$ cat src/rtl/torus_rt_pkg.sv
package torus_rt_pkg;
  localparam int NUM_DIRS = 4;

  typedef enum logic [2:0] {
    PORT_LOCAL = 3'd0,
    PORT_EAST  = 3'd1,
    PORT_WEST  = 3'd2,
    PORT_NORTH = 3'd3,
    PORT_SOUTH = 3'd4
  } port_e;

  typedef enum logic [1:0] {
    VC_ESC_LO = 2'd0,
    VC_ESC_HI = 2'd1,
    VC_ADAPT  = 2'd2
  } vc_e;

  // per-dimension minimal hop info
  typedef struct packed {
    logic prod;  // dimension unfinished
    logic pos;   // positive direction
    logic wrap;  // hop crosses the wraparound link
  } ring_hop_t;
endpackage

$ cat src/rtl/torus_ring_dir.sv
module torus_ring_dir
  import torus_rt_pkg::*;
#(
  parameter int RING = 4,
  parameter int CW   = (RING > 1) ? $clog2(RING) : 1
) (
  input  logic [CW-1:0] cur_i,
  input  logic [CW-1:0] dst_i,
  output ring_hop_t     hop_o
);
  localparam int FW = CW + 2;

  logic [FW-1:0] cur_w, dst_w, fwd;

  assign cur_w = FW'(cur_i);
  assign dst_w = FW'(dst_i);

  always_comb begin
    if (dst_w >= cur_w) fwd = dst_w - cur_w;
    else                fwd = dst_w + FW'(RING) - cur_w;
  end

  assign hop_o.prod = (fwd != '0);
  assign hop_o.pos  = ((fwd << 1) <= FW'(RING));
  assign hop_o.wrap = hop_o.pos ? (cur_i == CW'(RING - 1)) : (cur_i == '0);
endmodule

$ cat src/rtl/torus_adapt_pick.sv
module torus_adapt_pick
  import torus_rt_pkg::*;
#(
  parameter int NUM_CLASS   = 4,
  parameter int OCC_W       = 3,
  parameter int ADAPT_DEPTH = 4,
  parameter int CLS_W       = (NUM_CLASS > 1) ? $clog2(NUM_CLASS) : 1,
  parameter int OCCV_W      = NUM_DIRS * NUM_CLASS * OCC_W
) (
  input  ring_hop_t          hop_x_i,
  input  ring_hop_t          hop_y_i,
  input  logic               io_i,
  input  logic [CLS_W-1:0]   class_i,
  input  logic [OCCV_W-1:0]  occ_i,
  output logic               use_o,
  output logic               dim_y_o
);
  logic [OCC_W-1:0] occ_dir [NUM_DIRS];
  logic [OCC_W-1:0] occ_x, occ_y;
  logic             cand_x, cand_y;

  always_comb begin
    for (int d = 0; d < NUM_DIRS; d++) begin
      occ_dir[d] = occ_i[(d * NUM_CLASS + int'(class_i)) * OCC_W +: OCC_W];
    end
  end

  assign occ_x  = hop_x_i.pos ? occ_dir[0] : occ_dir[1];
  assign occ_y  = hop_y_i.pos ? occ_dir[2] : occ_dir[3];
  assign cand_x = hop_x_i.prod && (occ_x < OCC_W'(ADAPT_DEPTH));
  assign cand_y = hop_y_i.prod && (occ_y < OCC_W'(ADAPT_DEPTH));

  assign use_o   = !io_i && (cand_x || cand_y);
  // tie keeps X
  assign dim_y_o = cand_y && (!cand_x || (occ_y < occ_x));
endmodule

$ cat src/rtl/torus_escape_pick.sv
module torus_escape_pick
  import torus_rt_pkg::*;
(
  input  ring_hop_t hop_x_i,
  input  ring_hop_t hop_y_i,
  input  logic      wrap_x_i,
  input  logic      wrap_y_i,
  output logic      local_o,
  output logic      dim_y_o,
  output logic      vc_hi_o
);
  assign local_o = !hop_x_i.prod && !hop_y_i.prod;
  assign dim_y_o = !hop_x_i.prod;

  always_comb begin
    if (local_o)      vc_hi_o = 1'b0;
    else if (dim_y_o) vc_hi_o = wrap_y_i | hop_y_i.wrap;
    else              vc_hi_o = wrap_x_i | hop_x_i.wrap;
  end
endmodule

$ cat src/rtl/torus_route_sel.sv
module torus_route_sel
  import torus_rt_pkg::*;
#(
  parameter int X_SIZE      = 4,
  parameter int Y_SIZE      = 4,
  parameter int NUM_CLASS   = 4,
  parameter int ADAPT_DEPTH = 4,
  parameter int OCC_W       = 3,
  parameter int XW          = (X_SIZE > 1) ? $clog2(X_SIZE) : 1,
  parameter int YW          = (Y_SIZE > 1) ? $clog2(Y_SIZE) : 1,
  parameter int CLS_W       = (NUM_CLASS > 1) ? $clog2(NUM_CLASS) : 1,
  parameter int OCCV_W      = 4 * NUM_CLASS * OCC_W
) (
  input  logic              clk_i,
  input  logic              rst_ni,
  input  logic              valid_i,
  input  logic [XW-1:0]     cur_x_i,
  input  logic [YW-1:0]     cur_y_i,
  input  logic [XW-1:0]     dst_x_i,
  input  logic [YW-1:0]     dst_y_i,
  input  logic [CLS_W-1:0]  class_i,
  input  logic              io_i,
  input  logic              wrap_x_i,
  input  logic              wrap_y_i,
  input  logic [OCCV_W-1:0] adapt_occ_i,
  output logic              valid_o,
  output logic [2:0]        port_o,
  output logic [1:0]        vc_o,
  output logic              wrap_x_o,
  output logic              wrap_y_o
);
  ring_hop_t hop_x, hop_y;
  logic      ad_use, ad_dim_y;
  logic      es_local, es_dim_y, es_vc_hi;
  logic      dim_y;
  port_e     port_n;
  vc_e       vc_n;
  logic      wrap_x_n, wrap_y_n;

  torus_ring_dir #(.RING(X_SIZE), .CW(XW)) u_ring_x (
    .cur_i (cur_x_i),
    .dst_i (dst_x_i),
    .hop_o (hop_x)
  );

  torus_ring_dir #(.RING(Y_SIZE), .CW(YW)) u_ring_y (
    .cur_i (cur_y_i),
    .dst_i (dst_y_i),
    .hop_o (hop_y)
  );

  torus_adapt_pick #(
    .NUM_CLASS   (NUM_CLASS),
    .OCC_W       (OCC_W),
    .ADAPT_DEPTH (ADAPT_DEPTH),
    .CLS_W       (CLS_W),
    .OCCV_W      (OCCV_W)
  ) u_adapt (
    .hop_x_i (hop_x),
    .hop_y_i (hop_y),
    .io_i    (io_i),
    .class_i (class_i),
    .occ_i   (adapt_occ_i),
    .use_o   (ad_use),
    .dim_y_o (ad_dim_y)
  );

  torus_escape_pick u_escape (
    .hop_x_i  (hop_x),
    .hop_y_i  (hop_y),
    .wrap_x_i (wrap_x_i),
    .wrap_y_i (wrap_y_i),
    .local_o  (es_local),
    .dim_y_o  (es_dim_y),
    .vc_hi_o  (es_vc_hi)
  );

  assign dim_y = ad_use ? ad_dim_y : es_dim_y;

  always_comb begin
    if (es_local) begin
      port_n = PORT_LOCAL;
      vc_n   = VC_ESC_LO;
    end else begin
      if (dim_y) port_n = hop_y.pos ? PORT_NORTH : PORT_SOUTH;
      else       port_n = hop_x.pos ? PORT_EAST  : PORT_WEST;
      if (ad_use)        vc_n = VC_ADAPT;
      else if (es_vc_hi) vc_n = VC_ESC_HI;
      else               vc_n = VC_ESC_LO;
    end
  end

  assign wrap_x_n = wrap_x_i | (!es_local && !dim_y && hop_x.wrap);
  assign wrap_y_n = wrap_y_i | (!es_local &&  dim_y && hop_y.wrap);

  always_ff @(posedge clk_i or negedge rst_ni) begin
    if (!rst_ni) begin
      valid_o  <= 1'b0;
      port_o   <= '0;
      vc_o     <= '0;
      wrap_x_o <= 1'b0;
      wrap_y_o <= 1'b0;
    end else begin
      valid_o <= valid_i;
      if (valid_i) begin
        port_o   <= port_n;
        vc_o     <= vc_n;
        wrap_x_o <= wrap_x_n;
        wrap_y_o <= wrap_y_n;
      end
    end
  end
endmodule

$ cat config.mk
export PLATFORM = sky130hd
export DESIGN_NAME = torus_route_sel
export DESIGN_NICKNAME = d
export VERILOG_FILES = /design/src/rtl/torus_rt_pkg.sv /design/src/rtl/torus_ring_dir.sv /design/src/rtl/torus_adapt_pick.sv /design/src/rtl/torus_escape_pick.sv /design/src/rtl/torus_route_sel.sv
export SDC_FILE = /design/constraint.sdc
export NUM_CORES = 1
export LEC_CHECK = 0
export ABC_AREA = 1
export BUFFER_PORTS_ARGS = -buffer_cell sky130_fd_sc_hd__clkbuf_2
export CORE_AREA = 2 2 76 49
export DETAILED_ROUTE_END_ITERATION = 10
export DIE_AREA = 0 0 78 51
export PLACE_DENSITY = 0.79
export SYNTH_ARGS = -nofsm -noshare
export SYNTH_HDL_FRONTEND = slang
export SYNTH_HIERARCHICAL = 1
export SYNTH_SLANG_ARGS = --single-unit
export TNS_END_PERCENT = 5
$ cat constraint.sdc
create_clock -name clk_i -period 0.8 [get_ports clk_i]
set_input_delay 0.08 -clock clk_i [delete_from_list [all_inputs] [get_ports clk_i]]
set_output_delay 0.08 -clock clk_i [all_outputs]
set_load 0.005 [all_outputs]
==> impl_metrics.tcl, run 1 <==
set metrics [dict create \
    crit_path_max_incr_delay_ns 0.57 \
    stdcell_area_mm2 0.00232 \
    period_minus_slack_ns 2.56 \
    grt_usage 0.244 \
    clk_path_buf_depth 2 \
    fin_util 0.681 \
    ant_nets 0 \
    via_per_inst 5.11 \
    fin_cells 418 \
    wl_per_cell_um 12.1 \
    cpMaxStageDelayCell "fa_1" \
    port_buffers 71 \
    gp_congestion 0.886 \
    min_period_over_period 3.20 \
    core_mm2 0.00340 \
    drc 0 \
    avgSynthCellArea_um2 5.56 \
    crit_path_start_kind "input port" \
    grt_pass1_wl_mm 7.86 \
    hold_path_class "input port to flip-flop" \
    dpl-instance-area_mm2 0.00214 \
    maxCapViolCount 0 \
    finClkSkew_ns 0 \
    tightest_slew_ns 0.259 \
    leakagePower_nw 1.31 \
    drive_gt1_frac 0.407 \
    rows 17 \
    grt_overflow 0 \
    cts_buffers 3 \
    p_per_area_mw_per_mm2 1270 \
    clkLatencyLatePin_ns 0.23 \
    dieArea_mm2 0.00398 \
    layout_commonest_cell "clkbuf_2" \
    critPathKind "input port to flip-flop" \
    synth.net_count 340 \
    mostFrequentLayoutCells "clkbuf_2, nand2_1, nand3_1, buf_4, nor2_1" \
    max_slew_margin 0.827 \
    dp_hpwl_mm 3.95 \
    dieWidth_um 78 \
    cts_tree "done" \
    critPathMaxFanout 7 \
    hold_viol 0 \
    io_pins 72 \
    clockRootBuffer "clkbuf_8" \
    busiest_layer "met2" \
    routed-via-count 2136 \
    crit_top_cell "nand2_1" \
    rsz0062_at_grt "true" \
    ys_types 23 \
    timing.final.ws_setup_ns -1.76 \
    peakVddDrop_mv 0.847 \
    chipHeight_um 51 \
    clkSlewWorstSetupHoldPaths_ns 0.04 \
    slew_violations 0 \
    met1_usage 0.321 \
    cp.required_ns 0.91 \
    initial_utilization 0.435 \
    cp-end-kind "flip-flop" \
    firstDrtPassIters 5 \
    synthesis.area_mm2 0.00148 \
    failed_checks "negative setup slack" \
    yosysSeqAreaShare 0.135 \
    path_cells "buf_8 > inv_12 > ha_4 > fa_1 > nand2_2 > nand2_4 > inv_6 > o21ai_2 > o22ai_1 > nand2_1 > nand2_1 > inv_2 > ha_4 > nand2_2 > inv_2 > nand2_1 > nand2_1 > a21oi_2 > inv_1 > nand2_2 > nand3_4 > nand3_2 > nand2_1" \
    drt-initial-drc-count 140 \
    antenna_found_initial 0 \
    syn-instance-count 266 \
    globalRouteMet2Util 0.405 \
    cts_num_sinks 8 \
    fmax_ghz 0.390 \
    wl_mm 5.04 \
    grt_pass1_vias 1870 \
    htree_levels 1 \
    synthToLayoutAreaGrowth_pct 56.6 \
    worst_ep_arrival_time_ns 2.67 \
    grt_max_degree 29 \
    dp_cells 410 \
    ys_warn_count 6 \
    setup_violations 9 \
    status "complete, but fails checks" \
    final_nets 447 \
    antennaDiodeCount 0 \
    synth-seq-cells 8 \
    grtUsageMet3 0.0654 \
]
==> layout make-up <==
| type | count | area, um2 |
|---|---|---|
| fillers | 310 | 1080 |
| repair inverters | 1 | 6.26 |
| well taps | 47 | 58.8 |
| multi-input cells | 214 | 1190 |
| clock buffers | 3 | 41.3 |
| repair buffers | 109 | 663 |
| flip-flops and latches | 8 | 200 |
| inverters | 36 | 155 |
==> Yosys cell counts <==
cell type | n | area share
a31oi_1 | 1 | 0.0042
o221ai_1 | 3 | 0.018
nand2_1 | 73 | 0.19
inv_1 | 29 | 0.074
buf_6 | 4 | 0.030
o21ai_2 | 2 | 0.012
inv_2 | 6 | 0.015
nand3_1 | 54 | 0.18
ha_1 | 8 | 0.068
dfrtp_1 | 8 | 0.14
o21ai_0 | 19 | 0.064
nand2_2 | 3 | 0.013
a21oi_1 | 9 | 0.030
o22ai_1 | 3 | 0.013
o21ai_1 | 3 | 0.010
inv_4 | 1 | 0.0042
buf_2 | 4 | 0.014
fa_1 | 2 | 0.027
nand3_2 | 1 | 0.0068
buf_4 | 1 | 0.0051
nor2_1 | 30 | 0.076
nor2_4 | 1 | 0.0076
a21oi_2 | 1 | 0.0059
==> power breakdown <==
group / leakage (nW) / switching [mW] / total, mW / internal [mW]
logic: 1.19 / 1.05 / 1.93 / 0.878
clock network: 0.0216 / 0.161 / 0.487 / 0.326
registers: 0.0966 / 0.0432 / 0.521 / 0.478
==> what timing repair did <==
item,CTS,global route
resized for setup,13,19
endpoints found under the setup margin,9,14
pin swaps,6,16
hold endpoints to repair,8,0
gates cloned,1,1
hold buffers,1,0
buffers inserted,1,1
==> through the flow <==
step / hold slack, ns / setup slack, ns / total power [mW] / TNS (ns)
floorplan: -0.216 / -1.66 / 1.55 / -10.58
global placement: -0.0670 / -1.87 / 2.14 / -12.46
detailed placement: -0.0580 / -1.99 / 2.18 / -13.11
CTS: 0.0186 / -1.60 / 2.78 / -10.45
global route: 0.0208 / -1.88 / 3.17 / -12.45
finish: 0.0189 / -1.76 / 2.94 / -11.46
==> state kept, by name, summed over array words and instances (netlist names) <==
register / count
port_o: 3
vc_o: 2
valid_o: 1
wrap_x_o: 1
wrap_y_o: 1
==> critical path, delay by kind of cell <==
kind	cells	cell delay [ns]
adders and majority gates	3	0.92
AOI/OAI and AO/OA	3	0.43
and+or+nand+nor	11	0.89
buffers and inverters	6	0.35
==> cell families (layout without fill, tap and decap cells) <==
group	after synthesis	count (layout)	share of synthesized area
adder cells (fa/ha/maj)	10	10	0.0947
AO/OA/AOI/OAI	41	41	0.157
flip-flops	8	8	0.135
buffers and inverters	45	149	0.142
AND/OR/NAND/NOR	162	163	0.471
==> final timing paths <==
check / start / slack [ns] / to / cells after the start
min in group asynchronous: rst_ni / 0.25 / vc_o[1]$_DFFE_PN0P_ / 2
max: dst_x_i[0] / -1.76 / port_o[1]$_DFFE_PN0P_ / 23
max in group asynchronous: rst_ni / 0.36 / wrap_x_o$_DFFE_PN0P_ / 2
min reg2reg: vc_o[0]$_DFFE_PN0P_ / 0.47 / vc_o[0]$_DFFE_PN0P_ / 2
max reg2reg: wrap_x_o$_DFFE_PN0P_ / 0.14 / wrap_x_o$_DFFE_PN0P_ / 2
min: valid_i / 0.02 / valid_o$_DFF_PN0_ / 1
==> layer usage <==
layer / vias to the layer above / part of all wire / routed length [um]
li1: 1085 / - / -
met1: 938 / 0.46 / 2300
met2: 109 / 0.44 / 2220
met3: 4 / 0.098 / 492
met4: 0 / 0.0048 / 24
met5: - / 0 / 0
No activity file was read; power rests on OpenSTA's default activity.
==> inputs of run 2 (changes only) <==
--- a/config.mk
+++ b/config.mk
@@ -11,6 +11,7 @@
 export DETAILED_ROUTE_END_ITERATION = 10
 export DIE_AREA = 0 0 78 51
 export PLACE_DENSITY = 0.79
+export SETUP_SLACK_MARGIN = 0.5
 export SYNTH_ARGS = -nofsm -noshare
 export SYNTH_HDL_FRONTEND = slang
 export SYNTH_HIERARCHICAL = 1
==> run 2 against run 1 <==
The run ends with negative hold slack, negative setup slack left. Hold slack lost 0.32 ns. Clock-buffer cell count is the same. Clock power is essentially flat. Flip-flop and latch count is the same. Global-route usage shrank 0.35 points. Combinational power shrank 4%. Total power shrank 2.6%.
==> impl_metrics.tcl, run 2 (synthesized netlist as in run 1, its figures left out) <==
set metrics [dict create \
    status "complete, but fails checks" \
    failed_checks "negative hold slack, negative setup slack" \
    worst-path-buf-inv 5 \
    drive_gt1_frac 0.393 \
    via_per_inst 5.02 \
    final_nets 445 \
    tightest_slew_ns 0.245 \
    dpl-instance-area_mm2 0.00214 \
    critPathMaxFanout 9 \
    path_cells "clkbuf_8 > inv_12 > ha_4 > fa_1 > nand2_2 > nand2_4 > inv_6 > o21ai_1 > o221ai_1 > o21ai_1 > ha_1 > nand2_1 > inv_1 > nand2_1 > nand2_1 > a21oi_2 > inv_1 > nand2_2 > nand3_4 > nand3_2 > nand2_1" \
    antennaDiodeCount 0 \
    cts_num_sinks 8 \
    htree_levels 1 \
    cpMaxStageDelayCell "fa_1" \
    min_period_over_period 3.08 \
    p_per_area_mw_per_mm2 1250 \
    wl_per_cell_um 11.7 \
    stdcell_area_mm2 0.00228 \
    io_pins 72 \
    synthToLayoutAreaGrowth_pct 54.0 \
    seqPwrFrac 0.182 \
    period_minus_slack_ns 2.46 \
    largest_register_ffs 3 \
    clockRootBuffer "clkbuf_8" \
    port_buffers 71 \
    routed-via-count 2088 \
    setup_violations 8 \
    gp_congestion 0.886 \
    finClkSkew_ns 0 \
    crit_start "dst_x_i[0]" \
    p_int_mw 1.65 \
    fill_cells 312 \
    timing.final.ws_setup_ns -1.66 \
    crit_top_cell "nand2_1" \
    path_depth 21 \
    leakagePower_nw 1.30 \
    antenna_found_initial 0 \
    register_area_um2 200 \
    hold_ws_ns -0.301 \
    crit_path_max_incr_delay_ns 0.57 \
    netSwitchingFraction 0.422 \
    clkLatencyLatePin_ns 0.23 \
    power_mw 2.86 \
    regToRegStartpoint "wrap_x_o$_DFFE_PN0P_" \
    critPathKind "input port to flip-flop" \
    grt_overflow 0 \
    drt-initial-drc-count 101 \
    clk_path_buf_depth 2 \
    cp.required_ns 0.91 \
    reg2regPathDepth 2 \
    grt_usage 0.240 \
    crit_end "port_o[1]$_DFFE_PN0P_" \
    r2r_end "wrap_x_o$_DFFE_PN0P_" \
    multiInputGateArea_mm2 0.00118 \
    power_frac_clock 0.170 \
    grt_max_degree 29 \
    drc 0 \
    rsz0062_at_grt "true" \
    clkSlewWorstSetupHoldPaths_ns 0.04 \
    wl_mm 4.88 \
    grt_pass1_vias 1813 \
    rrSetupSlack_ns 0.15 \
    cts_buffers 3 \
    max_slew_margin 0.837 \
    core_mm2 0.00340 \
    dieArea_mm2 0.00398 \
    rows 17 \
    layout_commonest_cell "clkbuf_2" \
    cp-end-kind "flip-flop" \
    ant_nets 0 \
    worst_ep_arrival_time_ns 2.57 \
    mostFrequentLayoutCells "clkbuf_2, nand2_1, nand3_1, buf_4, nor2_1" \
    maxCapViolCount 0 \
    initial_utilization 0.435 \
    dieWidth_um 78 \
    peakVddDrop_mv 0.819 \
    slew_violations 0 \
    cp_top_family "adder cells" \
    grt_pass1_wl_mm 7.76 \
    chipHeight_um 51 \
    crit_path_start_kind "input port" \
    top_register "port_o" \
    cts_tree "done" \
    dp_hpwl_mm 3.95 \
    hold_path_class "input port to async pin" \
    hold_viol 8 \
    power.switching_mw 1.21 \
    comb_power_share 0.648 \
    firstDrtPassIters 5 \
    fmax_ghz 0.406 \
    reg_top3 "port_o (3), vc_o (2)" \
]
[run 2: changes by cell type in the layout (fill, tap and decap cells not counted), sizes merged]
cell / previous run / this run
dlygate4sd3: 1 / 0
buf: 39 / 37
clkbuf: 72 / 74
inv: 37 / 36
[run 2: worst min-delay path by stage]
stage	from	endpoint	slack (ns)	cells after the start
after global routing	rst_ni	port_o[0]$_DFFE_PN0P_	-0.29	1
final	rst_ni	port_o[0]$_DFFE_PN0P_	-0.30	1
after detailed placement	rst_ni	port_o[0]$_DFFE_PN0P_	-0.06	1
after CTS	rst_ni	port_o[0]$_DFFE_PN0P_	-0.30	1
after global placement	rst_ni	port_o[2]$_DFFE_PN0P_	-0.07	1
after floorplan	rst_ni	port_o[0]$_DFFE_PN0P_	-0.22	0
[run 2: layout make-up]
type                       instances  share of cell area
multi-input combinational        214               0.519
timing repair buffer             108               0.282
sequential                         8              0.0878
inverter                          36              0.0681
tap                               47              0.0258
clock buffer                       3              0.0181
[run 2: power by group through the flow]
stage	logic [mW]	registers, mW	clock network, mW
floorplan	1.02	0.524	0
global placement	1.62	0.516	0
detailed placement	1.66	0.523	0
CTS	1.77	0.518	0.490
global route	2.05	0.524	0.512
finish	1.85	0.520	0.486
[run 2: through the flow]
step / setup slack (ns) / setup TNS, ns / cells / utilization
CTS: -1.60 / -10.45 / 415 / 0.661
global route: -1.81 / -11.86 / 416 / 0.670
global placement: -1.87 / -12.46 / 410 / 0.629
detailed placement: -1.99 / -13.11 / 410 / 0.629
finish: -1.66 / -10.79 / 416 / 0.670
floorplan: -1.66 / -10.58 / 266 / -
[run 2: timing repair]
item	CTS	global route
buffers inserted	1	1
gates cloned	1	0
setup endpoints to repair	15	15
hold endpoints to repair	8	8
pin swaps	6	6
resized for setup	13	8
[run 2: routing by layer]
metal / GRT usage / vias to the layer above / share of wire
met5: 0 / - / 0
met4: 0.0292 / 0 / 0.0029
met3: 0.0565 / 2 / 0.085
met2: 0.401 / 87 / 0.42
met1: 0.329 / 914 / 0.49
li1: - / 1085 / -
==> inputs of run 3 (changes only) <==
--- a/config.mk
+++ b/config.mk
@@ -7,10 +7,11 @@
 export LEC_CHECK = 0
 export ABC_AREA = 1
 export BUFFER_PORTS_ARGS = -buffer_cell sky130_fd_sc_hd__clkbuf_2
-export CORE_AREA = 2 2 76 49
+export CORE_AREA = 2 2 75 49
+export CTS_BUF_LIST = sky130_fd_sc_hd__clkbuf_4
 export DETAILED_ROUTE_END_ITERATION = 10
-export DIE_AREA = 0 0 78 51
-export PLACE_DENSITY = 0.79
+export DIE_AREA = 0 0 77 51
+export PLACE_DENSITY = 0.8
 export SETUP_SLACK_MARGIN = 0.5
 export SYNTH_ARGS = -nofsm -noshare
 export SYNTH_HDL_FRONTEND = slang
==> run 3 against run 2 <==
The run still ends with negative hold slack, negative setup slack left. Combinational power up 3%. Fmax down 2.1%. Critical path depth is 1 higher. Non-clock buffer count is 4 higher. Total power decreased by 4.0%. Global-route usage up 1.3 points. Final cell count up 0.96%. Clock-buffer cell count is the same. Flip-flop and latch count unchanged. Via count rose by 0.81%. Critical endpoint is now port_o[0]$_DFFE_PN0P_.
==> impl_metrics.tcl, run 3 (synthesized netlist as in run 1, its figures left out) <==
set metrics [dict create \
    critPathMaxFanout 6 \
    reg_top3 "port_o (3), vc_o (2)" \
    antenna_found_initial 0 \
    crit_path_max_incr_delay_ns 0.57 \
    fin_util 0.684 \
    ant_nets 0 \
    worst-path-buf-inv 6 \
    grt_overflow 0 \
    min_period_over_period 3.14 \
    cts_num_sinks 8 \
    stdcell_area_mm2 0.00230 \
    path_depth 22 \
    slew_violations 0 \
    max_slew_margin 0.794 \
    grt_usage 0.253 \
    routed-via-count 2105 \
    drc 0 \
    dpl-instance-area_mm2 0.00213 \
    drt-initial-drc-count 154 \
    dieWidth_um 77 \
    cts_buffers 3 \
    chipHeight_um 51 \
    dieArea_mm2 0.00393 \
    crit_path_start_kind "input port" \
    cts_tree "done" \
    p_per_area_mw_per_mm2 1190 \
    htree_levels 1 \
    setup_violations 15 \
    finClkSkew_ns 0 \
    mostFrequentLayoutCells "clkbuf_2, nand2_1, nand3_1, buf_4, nor2_1" \
    netSwitchingFraction 0.434 \
    cp.required_ns 0.95 \
    cp_top_family "adder cells" \
    layout_commonest_cell "clkbuf_2" \
    largest_register_ffs 3 \
    wl_per_cell_um 11.3 \
    comb_power_share 0.696 \
    timing.final.ws_setup_ns -1.71 \
    failed_checks "negative hold slack, negative setup slack" \
    grt_pass1_vias 1949 \
    rsz0062_at_grt "true" \
    clkLatencyLatePin_ns 0.26 \
    power_frac_clock 0.117 \
    synthToLayoutAreaGrowth_pct 55.3 \
    place_ws_ns -2.00 \
    cp-end-kind "flip-flop" \
    power.switching_mw 1.19 \
    clkSlewWorstSetupHoldPaths_ns 0.06 \
    critPathKind "input port to flip-flop" \
    wl_mm 4.76 \
    via_per_inst 5.01 \
    seqPwrFrac 0.188 \
    peakVddDrop_mv 0.895 \
    top_register "port_o" \
    core_mm2 0.00336 \
    tightest_slew_ns 0.307 \
    drive_gt1_frac 0.394 \
    clk_path_buf_depth 2 \
    status "complete, but fails checks" \
    reg2regPathDepth 2 \
    firstDrtPassIters 4 \
    rows 17 \
    path_cells "clkbuf_16 > inv_12 > ha_4 > fa_1 > nand2_2 > nand2_4 > inv_6 > buf_6 > o21ai_2 > o22ai_1 > o21ai_1 > ha_1 > nand2_1 > inv_1 > nand2_1 > nand2_1 > a21oi_2 > inv_1 > nand2_2 > nand3_4 > nand3_4 > nand2_2" \
    port_buffers 71 \
    hold_path_class "input port to async pin" \
    io_pins 72 \
    dp_hpwl_mm 3.63 \
    hold_ws_ns -0.346 \
    maxCapViolCount 0 \
    cpMaxStageDelayCell "fa_1" \
    worst_ep_arrival_time_ns 2.67 \
    initial_utilization 0.440 \
    fmax_ghz 0.398 \
    antennaDiodeCount 0 \
    hold_viol 9 \
    grt_pass1_wl_mm 8.12 \
    gp_congestion 0.902 \
    power_mw 2.74 \
    clockRootBuffer "clkbuf_4" \
    period_minus_slack_ns 2.51 \
    p_int_mw 1.55 \
    grt_max_degree 29 \
    leakagePower_nw 1.31 \
    final_nets 449 \
]
[run 3: timing repair]
item	in CTS	in global routing
setup buffers	6	1
gates cloned	1	0
resized for setup	16	6
hold endpoints to repair	9	9
pin swaps	12	9
endpoints found under the setup margin	15	15
[run 3: area by class of cell]
class | instances | area [um2]
Timing Repair Buffer | 112 | 691
Inverter | 36 | 155
Fill cell | 304 | 1060
Clock buffer | 3 | 22.5
Tap cell | 47 | 58.8
Sequential cell | 8 | 200
Multi-Input combinational cell | 214 | 1170
[run 3: final timing paths]
| path | from | end | slack [ns] |
|---|---|---|---|
| max in group asynchronous | rst_ni | port_o[2]$_DFFE_PN0P_ | 0.96 |
| min reg2reg | port_o[2]$_DFFE_PN0P_ | port_o[2]$_DFFE_PN0P_ | 0.50 |
| min in group clk_i | valid_i | valid_o$_DFF_PN0_ | -0.02 |
| max reg2reg | wrap_y_o$_DFFE_PN0P_ | wrap_y_o$_DFFE_PN0P_ | 0.12 |
| max | dst_x_i[0] | port_o[0]$_DFFE_PN0P_ | -1.71 |
| min | rst_ni | vc_o[0]$_DFFE_PN0P_ | -0.35 |
[run 3: worst register-to-register path, cell delays in order (launching register included)]
cell and delay [ns]:
dfrtp_1 0.39, nor2_1 0.14, a21oi_2 0.04
[run 3: power groups by stage]
stage / Sequential [mW] / Clock [mW] / Combinational, mW
floorplan: 0.524 / 0 / 1.02
global placement: 0.517 / 0 / 1.63
detailed placement: 0.520 / 0 / 1.66
CTS: 0.516 / 0.320 / 1.83
global route: 0.523 / 0.362 / 2.15
finish: 0.515 / 0.320 / 1.91
[run 3: stage by stage]
stage | setup TNS [ns] | instances
2_1_floorplan | -10.58 | 266
4_1_cts | -10.86 | 419
3_5_place_dp | -13.26 | 409
3_3_place_gp | -12.65 | 409
6_report | -11.32 | 420
5_1_grt | -12.47 | 420
[run 3: per-layer routing]
metal | routed length [um] | vias up | GRT usage
li1 | - | 1091 | -
met3 | 389 | 4 | 0.0406
met1 | 2250 | 914 | 0.356
met4 | 26 | 0 | 0.0476
met5 | 0 | - | 0
met2 | 2090 | 96 | 0.417
